==> src/rtl/dirrev_pkg.sv <==
package dirrev_pkg;

  // One-cycle change indication between a value and its delayed copy.
  function automatic logic level_changed(input logic now_v, input logic before_v);
    return now_v ^ before_v;
  endfunction

endpackage

==> src/rtl/dirrev_sync.sv <==
module dirrev_sync #(
  parameter int STAGES = 2
) (
  input  logic clk,
  input  logic async_in,
  output logic sync_out
);
  logic [STAGES-1:0] ff_q;

  generate
    for (genvar i = 0; i < STAGES; i++) begin : g_ff
      if (i == 0) begin : g_first
        always_ff @(posedge clk) ff_q[i] <= async_in;
      end else begin : g_next
        always_ff @(posedge clk) ff_q[i] <= ff_q[i-1];
      end
    end
  endgenerate

  assign sync_out = ff_q[STAGES-1];
endmodule

==> src/rtl/dirrev_hold.sv <==
module dirrev_hold (
  input  logic clk,
  input  logic rst_n,
  input  logic dir_s,
  input  logic speed_hi,
  output logic hold_q,
  output logic toggle_seen
);
  import dirrev_pkg::*;

  logic dir_prev_q;

  always_ff @(posedge clk) begin
    if (!rst_n) begin
      hold_q     <= dir_s;
      dir_prev_q <= dir_s;
    end else begin
      dir_prev_q <= dir_s;
      if (!speed_hi) hold_q <= dir_s;
    end
  end

  assign toggle_seen = level_changed(dir_s, dir_prev_q);

  a_r2_follow_when_slow: assert property (@(posedge clk) disable iff (!rst_n)
    !speed_hi |=> (hold_q == $past(dir_s)));

  a_r3_freeze_when_fast: assert property (@(posedge clk) disable iff (!rst_n)
    speed_hi |=> $stable(hold_q));
endmodule

==> src/rtl/dirrev_chain.sv <==
module dirrev_chain #(
  parameter int STAGES = 2
) (
  input  logic clk,
  input  logic rst_n,
  input  logic dir_s,
  input  logic pwm_tick,
  input  logic chain_in,
  output logic chain_out,
  output logic chain_disagree
);
  localparam int LAST = STAGES - 1;

  logic [STAGES-1:0] stage_q;
  logic [STAGES:0]   link;

  function automatic logic neighbours_differ(input logic [STAGES:0] v);
    return |(v[STAGES:1] ^ v[STAGES-1:0]);
  endfunction

  generate
    for (genvar i = 0; i < STAGES; i++) begin : g_stage
      always_ff @(posedge clk) begin
        if (!rst_n)        stage_q[i] <= dir_s;
        else if (pwm_tick) stage_q[i] <= link[i];
      end
    end
  endgenerate

  assign link           = {stage_q, chain_in};
  assign chain_out      = stage_q[LAST];
  assign chain_disagree = neighbours_differ(link);

  a_r4_hold_between_ticks: assert property (@(posedge clk) disable iff (!rst_n)
    !pwm_tick |=> $stable(stage_q));
endmodule

==> src/rtl/dir_reversal_guard.sv <==
module dir_reversal_guard #(
  parameter int SYNC_STAGES  = 2,
  parameter int SHIFT_STAGES = 2
) (
  input  logic clk,
  input  logic rst_n,
  input  logic dir_req,
  input  logic speed_hi,
  input  logic pwm_tick,
  output logic dir_commit,
  output logic drive_inhibit,
  output logic tach_req
);
  logic dir_s;
  logic hold_q;
  logic hold_disagree;
  logic chain_disagree;
  logic toggle_seen;

  dirrev_sync #(.STAGES(SYNC_STAGES)) u_sync (
    .clk      (clk),
    .async_in (dir_req),
    .sync_out (dir_s)
  );

  dirrev_hold u_hold (
    .clk         (clk),
    .rst_n       (rst_n),
    .dir_s       (dir_s),
    .speed_hi    (speed_hi),
    .hold_q      (hold_q),
    .toggle_seen (toggle_seen)
  );

  dirrev_chain #(.STAGES(SHIFT_STAGES)) u_chain (
    .clk            (clk),
    .rst_n          (rst_n),
    .dir_s          (dir_s),
    .pwm_tick       (pwm_tick),
    .chain_in       (hold_q),
    .chain_out      (dir_commit),
    .chain_disagree (chain_disagree)
  );

  assign hold_disagree = dir_s ^ hold_q;
  assign drive_inhibit = hold_disagree | chain_disagree;
  assign tach_req      = toggle_seen;

  a_r4_commit_on_tick: assert property (@(posedge clk) disable iff (!rst_n)
    !$stable(dir_commit) |-> $past(pwm_tick));

  a_r6_commit_under_inhibit: assert property (@(posedge clk) disable iff (!rst_n)
    !$stable(dir_commit) |-> $past(drive_inhibit));

  a_r7_enabled_means_agree: assert property (@(posedge clk) disable iff (!rst_n)
    !drive_inhibit |-> (dir_commit == hold_q));

  a_r9_clean_release: assert property (@(posedge clk)
    (rst_n && !$past(rst_n)) |-> (!drive_inhibit && !tach_req));
endmodule

==> config.mk <==
export PLATFORM = sky130hd
export DESIGN_NAME = dir_reversal_guard
export DESIGN_NICKNAME = d
export VERILOG_FILES = /design/src/rtl/dirrev_pkg.sv /design/src/rtl/dirrev_sync.sv /design/src/rtl/dirrev_hold.sv /design/src/rtl/dirrev_chain.sv /design/src/rtl/dir_reversal_guard.sv
export SDC_FILE = /design/constraint.sdc
export NUM_CORES = 1
export LEC_CHECK = 0
export CELL_PAD_IN_SITES_DETAIL_PLACEMENT = 0
export CELL_PAD_IN_SITES_GLOBAL_PLACEMENT = 2
export CORE_AREA = 2 2 39 41
export CTS_CLUSTER_DIAMETER = 200
export DETAILED_ROUTE_END_ITERATION = 8
export DIE_AREA = 0 0 41 43
export DONT_BUFFER_PORTS = 1
export PLACE_DENSITY = 0.41
export SLEW_MARGIN = 20
export SYNTH_ARGS = -nofsm -noshare
export SYNTH_HDL_FRONTEND = slang
export SYNTH_SLANG_ARGS = --single-unit
==> constraint.sdc <==
create_clock -name clk -period 1.1 [get_ports clk]
set_input_delay 0.11 -clock clk [delete_from_list [all_inputs] [get_ports clk]]
set_output_delay 0.11 -clock clk [all_outputs]
set_load 0.01 [all_outputs]
==> impl_metrics.json, run 1 <==
{
  "htreeDepth": 1,
  "portBuffers": 0,
  "area_delta_synth_final_pct": 38.15,
  "cts_sinks": 6,
  "grt_pass1_vias": 158,
  "worst_pin_slew_ns": 0.2274,
  "cts_buffer_depth": 2,
  "drive_above_1_share": 0.4167,
  "worstPathMaxFanout": 3,
  "holdCritPathClass": "in2reg",
  "path_cells": "and4_2, nor2_2",
  "status": "finished with violations",
  "vias_per_cell": 3.550,
  "syn_area_um2": 216.5,
  "worst_setup_path_start_kind": "register",
  "fin_setup_tns_ns": -0.07549,
  "final_cell_mix": "5 x nand2_1, 3 x clkbuf_4, 3 x edfxtp_1",
  "io-pin-count": 8,
  "ys_ff_latch": 6,
  "core_area_um2": 1384,
  "synth_top_family_by_area": "simple AND/OR/NAND/NOR gates",
  "worst_slack_ns": -0.07549,
  "die_area_um2": 1763,
  "finalPower_uw": 526.0,
  "synthAdderAreaFrac": 0,
  "grt.total_usage": 0.05550,
  "final_area_um2": 299.0,
  "yosys.area_share.simple": 0.2659,
  "antenna_cells": 0,
  "grt_pass1_wl_um": 621,
  "synth_nets": 22,
  "ys_seq_area_frac": 0.6936,
  "antenna_left": 0,
  "drt-initial-drc-count": 0,
  "max_freq_mhz": 850.7,
  "rsz0062_at_grt": "yes",
  "avgSynthCellArea_um2": 12.73,
  "clk_pin_slew_ns": 0.05,
  "gp_congestion": 0.5918,
  "max-cap-violations": 0,
  "wire_per_inst_um": 9.125,
  "cts-root-buf": "clkbuf_4",
  "final_max_slew_viol_count": 0,
  "synthCells": 17,
  "clock_skew_ns": 0.01031,
  "leakage_nw": 0.1170,
  "grt_max_degree": 7,
  "path_class": "reg2out",
  "cts_tree": "yes",
  "synth_compound_area_frac": 0,
  "num_rows": 14,
  "min_period_ns": 1.175,
  "cp-startpoint": "u_chain.link[1]",
  "firstDrtPassIters": 1,
  "critical_path.reg2reg.startpoint": "u_chain.link[1]",
  "mostFrequentLayoutCell": "nand2_1",
  "hp-start": "rst_n",
  "setup_viol": 1,
  "synth_cell_type_count": 8,
  "finalNetCount": 30,
  "cp-end-kind": "output port",
  "antenna_found_initial": 0,
  "synth_xor_area_frac": 0.04046,
  "timing.critical_path.arrival_ns": 1.07,
  "dpl_cell_area_um2": 244.0,
  "crit_slowest_cell": "edfxtp_1",
  "synth.area.mux_share": 0,
  "yosysWarnings": 0,
  "hold_viol": 0,
  "num_vias": 142,
  "grt-ovfl-total": 0,
  "initial_utilization": 0.1564,
  "ir_worst_vdd_mv": 0.3878,
  "clk_latency_ns": 0.24,
  "cp.required_ns": 0.99,
  "slew-limit-headroom": 0.8472,
  "power_density_nw_per_um2": 1759,
  "drcViolationCount": 0,
  "fin_crit_sh": 1.069,
  "routed_wl_um": 365,
  "die_h_um": 43,
  "die_x_um": 41,
  "cts_buffers": 3,
  "cpPeakStageDelay_ns": 0.42,
  "violations": "negative setup slack"
}
==> synthesized netlist by cell type <==
cell type / instances / area share
edfxtp_1: 3 / 0.42
nand2b_1: 2 / 0.058
nor4_2: 1 / 0.058
and4_2: 1 / 0.046
dfxtp_1: 3 / 0.28
xor2_1: 1 / 0.040
nand2_1: 5 / 0.087
nor2_1: 1 / 0.017
==> worst max-delay path: cells and delay by family (launching register included) <==
family,cells,cell delay (ns)
flops,1,0.42
simple gates,2,0.40
==> metrics by stage <==
step | util | cells | setup slack (ns) | hold WS [ns]
after CTS | 0.2098 | 40 | -0.07962 | 0.02750
after global placement | 0.1763 | 34 | 0.1534 | 0.1378
after global routing | 0.2161 | 40 | -0.1594 | 0.03880
after detailed placement | 0.1763 | 34 | 0.1407 | 0.1378
final | 0.2161 | 40 | -0.07549 | 0.02985
after floorplan | - | 17 | 0.1223 | 0.1377
==> worst paths after layout <==
path | endpoint | slack, ns | cells past startpoint
worst max-delay path | drive_inhibit | -0.08 | 2
worst min-delay path | u_hold.hold_q | 0.03 | 1
worst max register to register | u_chain.chain_out | 0.19 | 3
worst min register to register | u_sync.sync_out | 0.33 | 0
==> registers in the layout (all words and copies together), names as in the netlist <==
name	flops
u_sync.ff_q	1
u_chain.chain_out	1
u_hold.dir_prev_q	1
u_hold.hold_q	1
u_chain.link	1
u_sync.sync_out	1
==> metal layers <==
metal / track usage / part of all wire / up-vias
li1: - / - / 70
met1: 0.06536 / 0.44 / 66
met2: 0.06563 / 0.42 / 6
met3: 0.04188 / 0.13 / 0
met4: 0.04000 / 0 / 0
met5: 0 / 0 / -
==> cell families after synthesis <==
family	count (synthesis)
XOR/XNOR	1
AND/OR/NAND/NOR	10
flip-flops	6
==> where the power goes <==
part           switching, mW  internal, mW  total [mW]  leakage (nW)
registers             0.0135         0.255       0.268        0.0563
logic                 0.0183        0.0214      0.0397        0.0457
clock network         0.0808         0.137       0.218        0.0150
total                  0.113         0.413       0.526         0.117
==> area by class of cell <==
| class | instances | area (um^2) |
|---|---|---|
| repair buffers | 3 | 25.02 |
| multi-input cells | 11 | 76.32 |
| flip-flops and latches | 6 | 151.4 |
| well taps | 16 | 20.02 |
| clock buffers | 4 | 26.28 |
| fillers | 151 | 1085 |
==> repair_timing <==
| action | CTS | global route |
|---|---|---|
| resized for setup | 1 | 2 |
| pin swaps | 0 | 0 |
| endpoints found under the hold margin | 1 | 0 |
| setup buffers | 1 | 0 |
| hold buffers | 1 | 0 |
| endpoints found under the setup margin | 1 | 2 |
Note: power is estimated with default switching activity, not from simulation.
==> run 2, diff against run 1 <==
==> constraint.sdc (replaced) <==
create_clock -name clk -period 1.2 [get_ports clk]
set_input_delay 0.12 -clock clk [delete_from_list [all_inputs] [get_ports clk]]
set_output_delay 0.12 -clock clk [all_outputs]
set_load 0.01 [all_outputs]
==> impl_metrics.json, run 2 (synthesized netlist as in run 1, its figures left out) <==
{
  "ir_worst_vdd_mv": 0.3491,
  "grt_pass1_vias": 160,
  "slew-limit-headroom": 0.8248,
  "hold_slack_ns": 0.04013,
  "vias_per_cell": 3.550,
  "max-cap-violations": 0,
  "grt_max_degree": 7,
  "drive_above_1_share": 0.3333,
  "grt.total_usage": 0.05550,
  "worst_pin_slew_ns": 0.2619,
  "clock_skew_ns": 0.01034,
  "cts_buffers": 3,
  "clk_latency_ns": 0.24,
  "grt_pass1_wl_um": 621,
  "cp.required_ns": 1.08,
  "antenna_cells": 0,
  "drcViolationCount": 0,
  "setup_viol": 0,
  "fin_crit_sh": 0.9831,
  "fin_setup_tns_ns": 0,
  "clk_pin_slew_ns": 0.05,
  "worst_setup_path_start_kind": "register",
  "wire_per_inst_um": 8.775,
  "status": "finished clean",
  "final_cell_mix": "5 x nand2_1, 3 x clkbuf_4, 3 x edfxtp_1, 3 x dfxtp_1",
  "portBuffers": 0,
  "utilization": 0.2098,
  "finalNetCount": 30,
  "area_delta_synth_final_pct": 34.10,
  "num_vias": 142,
  "pre_cts_ws_ns": 0.2307,
  "cts_tree": "yes",
  "drt-initial-drc-count": 1,
  "die_area_um2": 1763,
  "hold_viol": 0,
  "n_fill_cell": 147,
  "antenna_left": 0,
  "initial_utilization": 0.1564,
  "routed_wl_um": 351,
  "power_density_nw_per_um2": 1649,
  "die_h_um": 43,
  "leakage_nw": 0.1157,
  "grt-ovfl-total": 0,
  "die_x_um": 41,
  "worst_slack_ns": 0.02033,
  "htreeDepth": 1,
  "timing.critical_path.arrival_ns": 1.06,
  "worstPathMaxFanout": 3,
  "rsz0062_at_grt": "yes",
  "max_freq_mhz": 847.7,
  "finalPower_uw": 478.8,
  "firstDrtPassIters": 2,
  "holdCritPathClass": "in2reg",
  "path_class": "reg2out",
  "core_area_um2": 1384,
  "antenna_found_initial": 0,
  "num_rows": 14,
  "cts-root-buf": "clkbuf_4",
  "mostFrequentLayoutCell": "nand2_1",
  "gp_congestion": 0.5918,
  "final_max_slew_viol_count": 0,
  "min_period_ns": 1.180,
  "cp-end-kind": "output port",
  "cts_buffer_depth": 2,
  "io-pin-count": 8,
  "cts_sinks": 6
}
[run 2: cell types whose count changed in the layout (fill, tap and decap cells not counted)]
| cell | change |
|---|---|
| dfxtp_2 | -1 |
| dfxtp_1 | +1 |
| xor2_2 | -1 |
| xor2_1 | +1 |
[run 2: layer usage]
layer,wire length (um),vias to the layer above,global-route usage,share of wire
li1,-,71,-,-
met1,143,65,0.06536,0.41
met2,160,6,0.06563,0.46
met3,47,0,0.04188,0.13
met4,0,0,0.04000,0
met5,0,-,0,0
[run 2: final timing paths]
kind | startpoint | endpoint | slack (ns) | depth (start not counted)
setup / recovery | u_chain.link[1] | drive_inhibit | 0.02 | 2
hold / removal | rst_n | u_hold.hold_q | 0.04 | 1
setup reg to reg | u_chain.link[1] | u_chain.chain_out | 0.30 | 3
hold reg to reg | u_sync.ff_q[0] | u_sync.sync_out | 0.33 | 0
[run 2: through the flow]
step / cell area [um^2] / instances
5_1_grt: 290.3 / 40
3_5_place_dp: 244.0 / 34
4_1_cts: 290.3 / 40
2_1_floorplan: 216.5 / 17
6_report: 290.3 / 40
3_3_place_gp: 244.0 / 34
[run 2: area by class of cell]
cell class,instances,area [um^2],area share
flip-flops and latches,6,150.1,0.5172
clock buffers,4,26.28,0.09052
well taps,16,20.02,0.06897
repair buffers,3,25.02,0.08621
multi-input cells,11,68.82,0.2371
[run 2: power breakdown]
| group | switching, mW | internal, mW |
|---|---|---|
| Clock | 0.0737 | 0.126 |
| Sequential | 0.0108 | 0.233 |
| Combinational | 0.0168 | 0.0186 |
[run 2: repair_timing]
item	CTS	global route
endpoints found under the setup margin	1	1
hold buffers	1	0
resized for setup	1	0
setup buffers	1	0
endpoints found under the hold margin	1	0
[run 2: critical path, stage by stage (launching register included)]
cell,delay (ns)
edfxtp_1,0.41
and4_2,0.25
nor2_2,0.15
==> run 3, diff against run 2 <==
--- a/config.mk
+++ b/config.mk
@@ -12,8 +12,9 @@
 export DETAILED_ROUTE_END_ITERATION = 8
 export DIE_AREA = 0 0 41 43
 export DONT_BUFFER_PORTS = 1
-export PLACE_DENSITY = 0.41
+export PLACE_DENSITY = 0.42
 export SLEW_MARGIN = 20
 export SYNTH_ARGS = -nofsm -noshare
 export SYNTH_HDL_FRONTEND = slang
+export SYNTH_HIERARCHICAL = 1
 export SYNTH_SLANG_ARGS = --single-unit
==> impl_metrics.json, run 3 <==
{
  "die_h_um": 43,
  "synth.area.mux_share": 0,
  "area_delta_synth_final_pct": 35.80,
  "worst_setup_path_start_kind": "register",
  "path_class": "reg2out",
  "r2r_slack_ns": 0.30,
  "portBuffers": 0,
  "cts_tree": "yes",
  "post-dp-hpwl_um": 287.1,
  "finalNetCount": 31,
  "min_path_cells": 1,
  "drt-initial-drc-count": 4,
  "synth_area_leaders": "edfxtp_1 41%, dfxtp_1 27%, nand2_1 8.5%",
  "slew-limit-headroom": 0.8279,
  "violations": "negative setup slack",
  "vias_per_cell": 3.780,
  "grt_pass1_vias": 171,
  "firstDrtPassIters": 2,
  "core_area_um2": 1384,
  "wl_met1_um": 174,
  "gp_congestion": 0.6339,
  "grt_max_degree": 6,
  "leakage_nw": 0.1300,
  "synth_top_family_by_area": "simple AND/OR/NAND/NOR gates",
  "route.met2.wl_um": 161,
  "dpl_cell_area_um2": 240.2,
  "synth-edff-count": 3,
  "min_period_ns": 1.223,
  "ys_seq_area_frac": 0.6818,
  "yosys.area_share.simple": 0.2386,
  "htreeDepth": 1,
  "rsz0062_at_grt": "yes",
  "grt_pass1_wl_um": 696,
  "hold_end": "u_hold/hold_q",
  "initial_utilization": 0.1591,
  "ys_ff_latch": 6,
  "crit_slowest_cell": "edfxtp_1",
  "ir_worst_vdd_mv": 0.6501,
  "yosysTopAreaCell": "edfxtp_1",
  "final_area_um2": 299.0,
  "hold_slack_ns": 0.04890,
  "worst_slack_ns": -0.02345,
  "path_buf_inv": 0,
  "clock_skew_ns": 0.01395,
  "worstPathMaxFanout": 3,
  "syn_area_um2": 220.2,
  "final_cell_mix": "5 x nand2_1, 3 x clkbuf_4, 3 x edfxtp_1, 3 x dfxtp_1, 2 x nand2b_1",
  "ys.flop_type": "edfxtp_1",
  "synth_common_cells": "5 x nand2_1, 3 x dfxtp_1, 3 x edfxtp_1, 3 x nand2b_1",
  "antenna_cells": 0,
  "hold_viol": 0,
  "max-cap-violations": 0,
  "worstReg2RegEnd": "u_chain/link[1]",
  "hp-start": "speed_hi",
  "synth_xor_area_frac": 0.07955,
  "cpPeakStageDelay_ns": 0.45,
  "drive_above_1_share": 0.2400,
  "avgSynthCellArea_um2": 11.59,
  "antenna_found_initial": 0,
  "dpl.cell_count": 35,
  "cts_buffer_depth": 2,
  "max_freq_mhz": 817.4,
  "critical_path.reg2reg.startpoint": "u_hold/hold_q",
  "cp.required_ns": 1.08,
  "die_area_um2": 1763,
  "grt.total_usage": 0.06740,
  "cts-root-buf": "clkbuf_4",
  "met3_length_um": 44,
  "final_max_slew_viol_count": 0,
  "clk_pin_slew_ns": 0.05,
  "cts_buffers": 3,
  "mostFrequentLayoutCell": "nand2_1",
  "yosysWarnings": 6,
  "holdCritPathClass": "in2reg",
  "num_vias": 155,
  "path_cells": "and3_1, nor2_1, nand2b_4",
  "r2r_cells": 3,
  "path_depth": 3,
  "fin_crit_sh": 1.020,
  "status": "finished with violations",
  "synthCells": 19,
  "power_density_nw_per_um2": 1645,
  "routed_wl_um": 389,
  "synth_top_area_frac": 0.4091,
  "crit_family": "flip-flops",
  "stdcell_count": 41,
  "num_rows": 14,
  "timing.critical_path.arrival_ns": 1.10,
  "worst_pin_slew_ns": 0.2573,
  "wire_per_inst_um": 9.488,
  "die_x_um": 41,
  "cts_sinks": 6,
  "io-pin-count": 8,
  "synthAdderAreaFrac": 0,
  "synth.most_common_cell": "nand2_1",
  "antenna_left": 0,
  "synth_compound_area_frac": 0,
  "synth_cell_type_count": 9,
  "synth_nets": 24,
  "clk_latency_ns": 0.25,
  "grt-ovfl-total": 0,
  "drcViolationCount": 0,
  "dr.max_layer_used": "met4",
  "cp-end-kind": "output port",
  "utilization": 0.2161,
  "setup_viol": 1,
  "async_flop_share": 0
}
==> run 3: cell count changes in the layout (fill, tap and decap cells not counted), sizes merged <==
cell | previous run | this run
and4 | 1 | 0
and3 | 0 | 1
xnor2 | 0 | 1
nand2b | 2 | 3
nor3 | 0 | 1
buf | 2 | 1
nor4 | 1 | 0
==> run 3: timing repair <==
item / 4_1_cts / 5_1_grt
buffers inserted: 1 / 0
endpoints found under the setup margin: 1 / 1
resized for setup: 2 / 0
pin swaps: 1 / 0
hold buffers: 1 / 0
endpoints found under the hold margin: 1 / 0
==> run 3: cells by family (layout without fill, tap and decap cells) <==
| group | count (synthesis) | in the layout |
|---|---|---|
| buffers and inverters | 0 | 6 |
| and+or+nand+nor | 11 | 11 |
| DFF | 6 | 6 |
| xor gates and xnor gates | 2 | 2 |
==> run 3: how the worst max path moves through the flow <==
| stage | start | end |
|---|---|---|
| floorplan | u_chain/chain_out | drive_inhibit |
| global placement | u_hold/hold_q | drive_inhibit |
| detailed placement | u_hold/hold_q | drive_inhibit |
| CTS | u_chain/chain_out | drive_inhibit |
| global route | u_chain/chain_out | drive_inhibit |
| finish | u_chain/chain_out | drive_inhibit |
==> run 3: area by class of cell <==
type	count	area, um^2
Multi-Input combinational cell	13	85.08
Tap cell	16	20.02
Timing Repair Buffer	2	17.52
Clock buffer	4	26.28
Sequential cell	6	150.1
Fill cell	166	1085
==> run 3: metal layers <==
| layer | vias up | global-route usage |
|---|---|---|
| li1 | 76 | - |
| met1 | 71 | 0.06796 |
| met2 | 6 | 0.07500 |
| met3 | 2 | 0.05236 |
| met4 | 0 | 0.08000 |
| met5 | - | 0 |
==> run 3: per-stage QoR <==
stage	power [mW]	setup WS, ns	TNS (ns)
after floorplan	0.2710	0.2500	0
after global placement	0.2770	0.1922	0
after detailed placement	0.2783	0.1851	0
after CTS	0.5057	-0.05090	-0.05090
after global routing	0.5276	-0.08881	-0.08881
final	0.4918	-0.02345	-0.02345
==> run 3: report_power, final <==
| group | internal (mW) | switching [mW] | total (mW) |
|---|---|---|---|
| sequential | 0.233 | 0.0133 | 0.246 |
| clock | 0.126 | 0.0757 | 0.202 |
| combinational | 0.0242 | 0.0194 | 0.0436 |
| total | 0.383 | 0.108 | 0.492 |
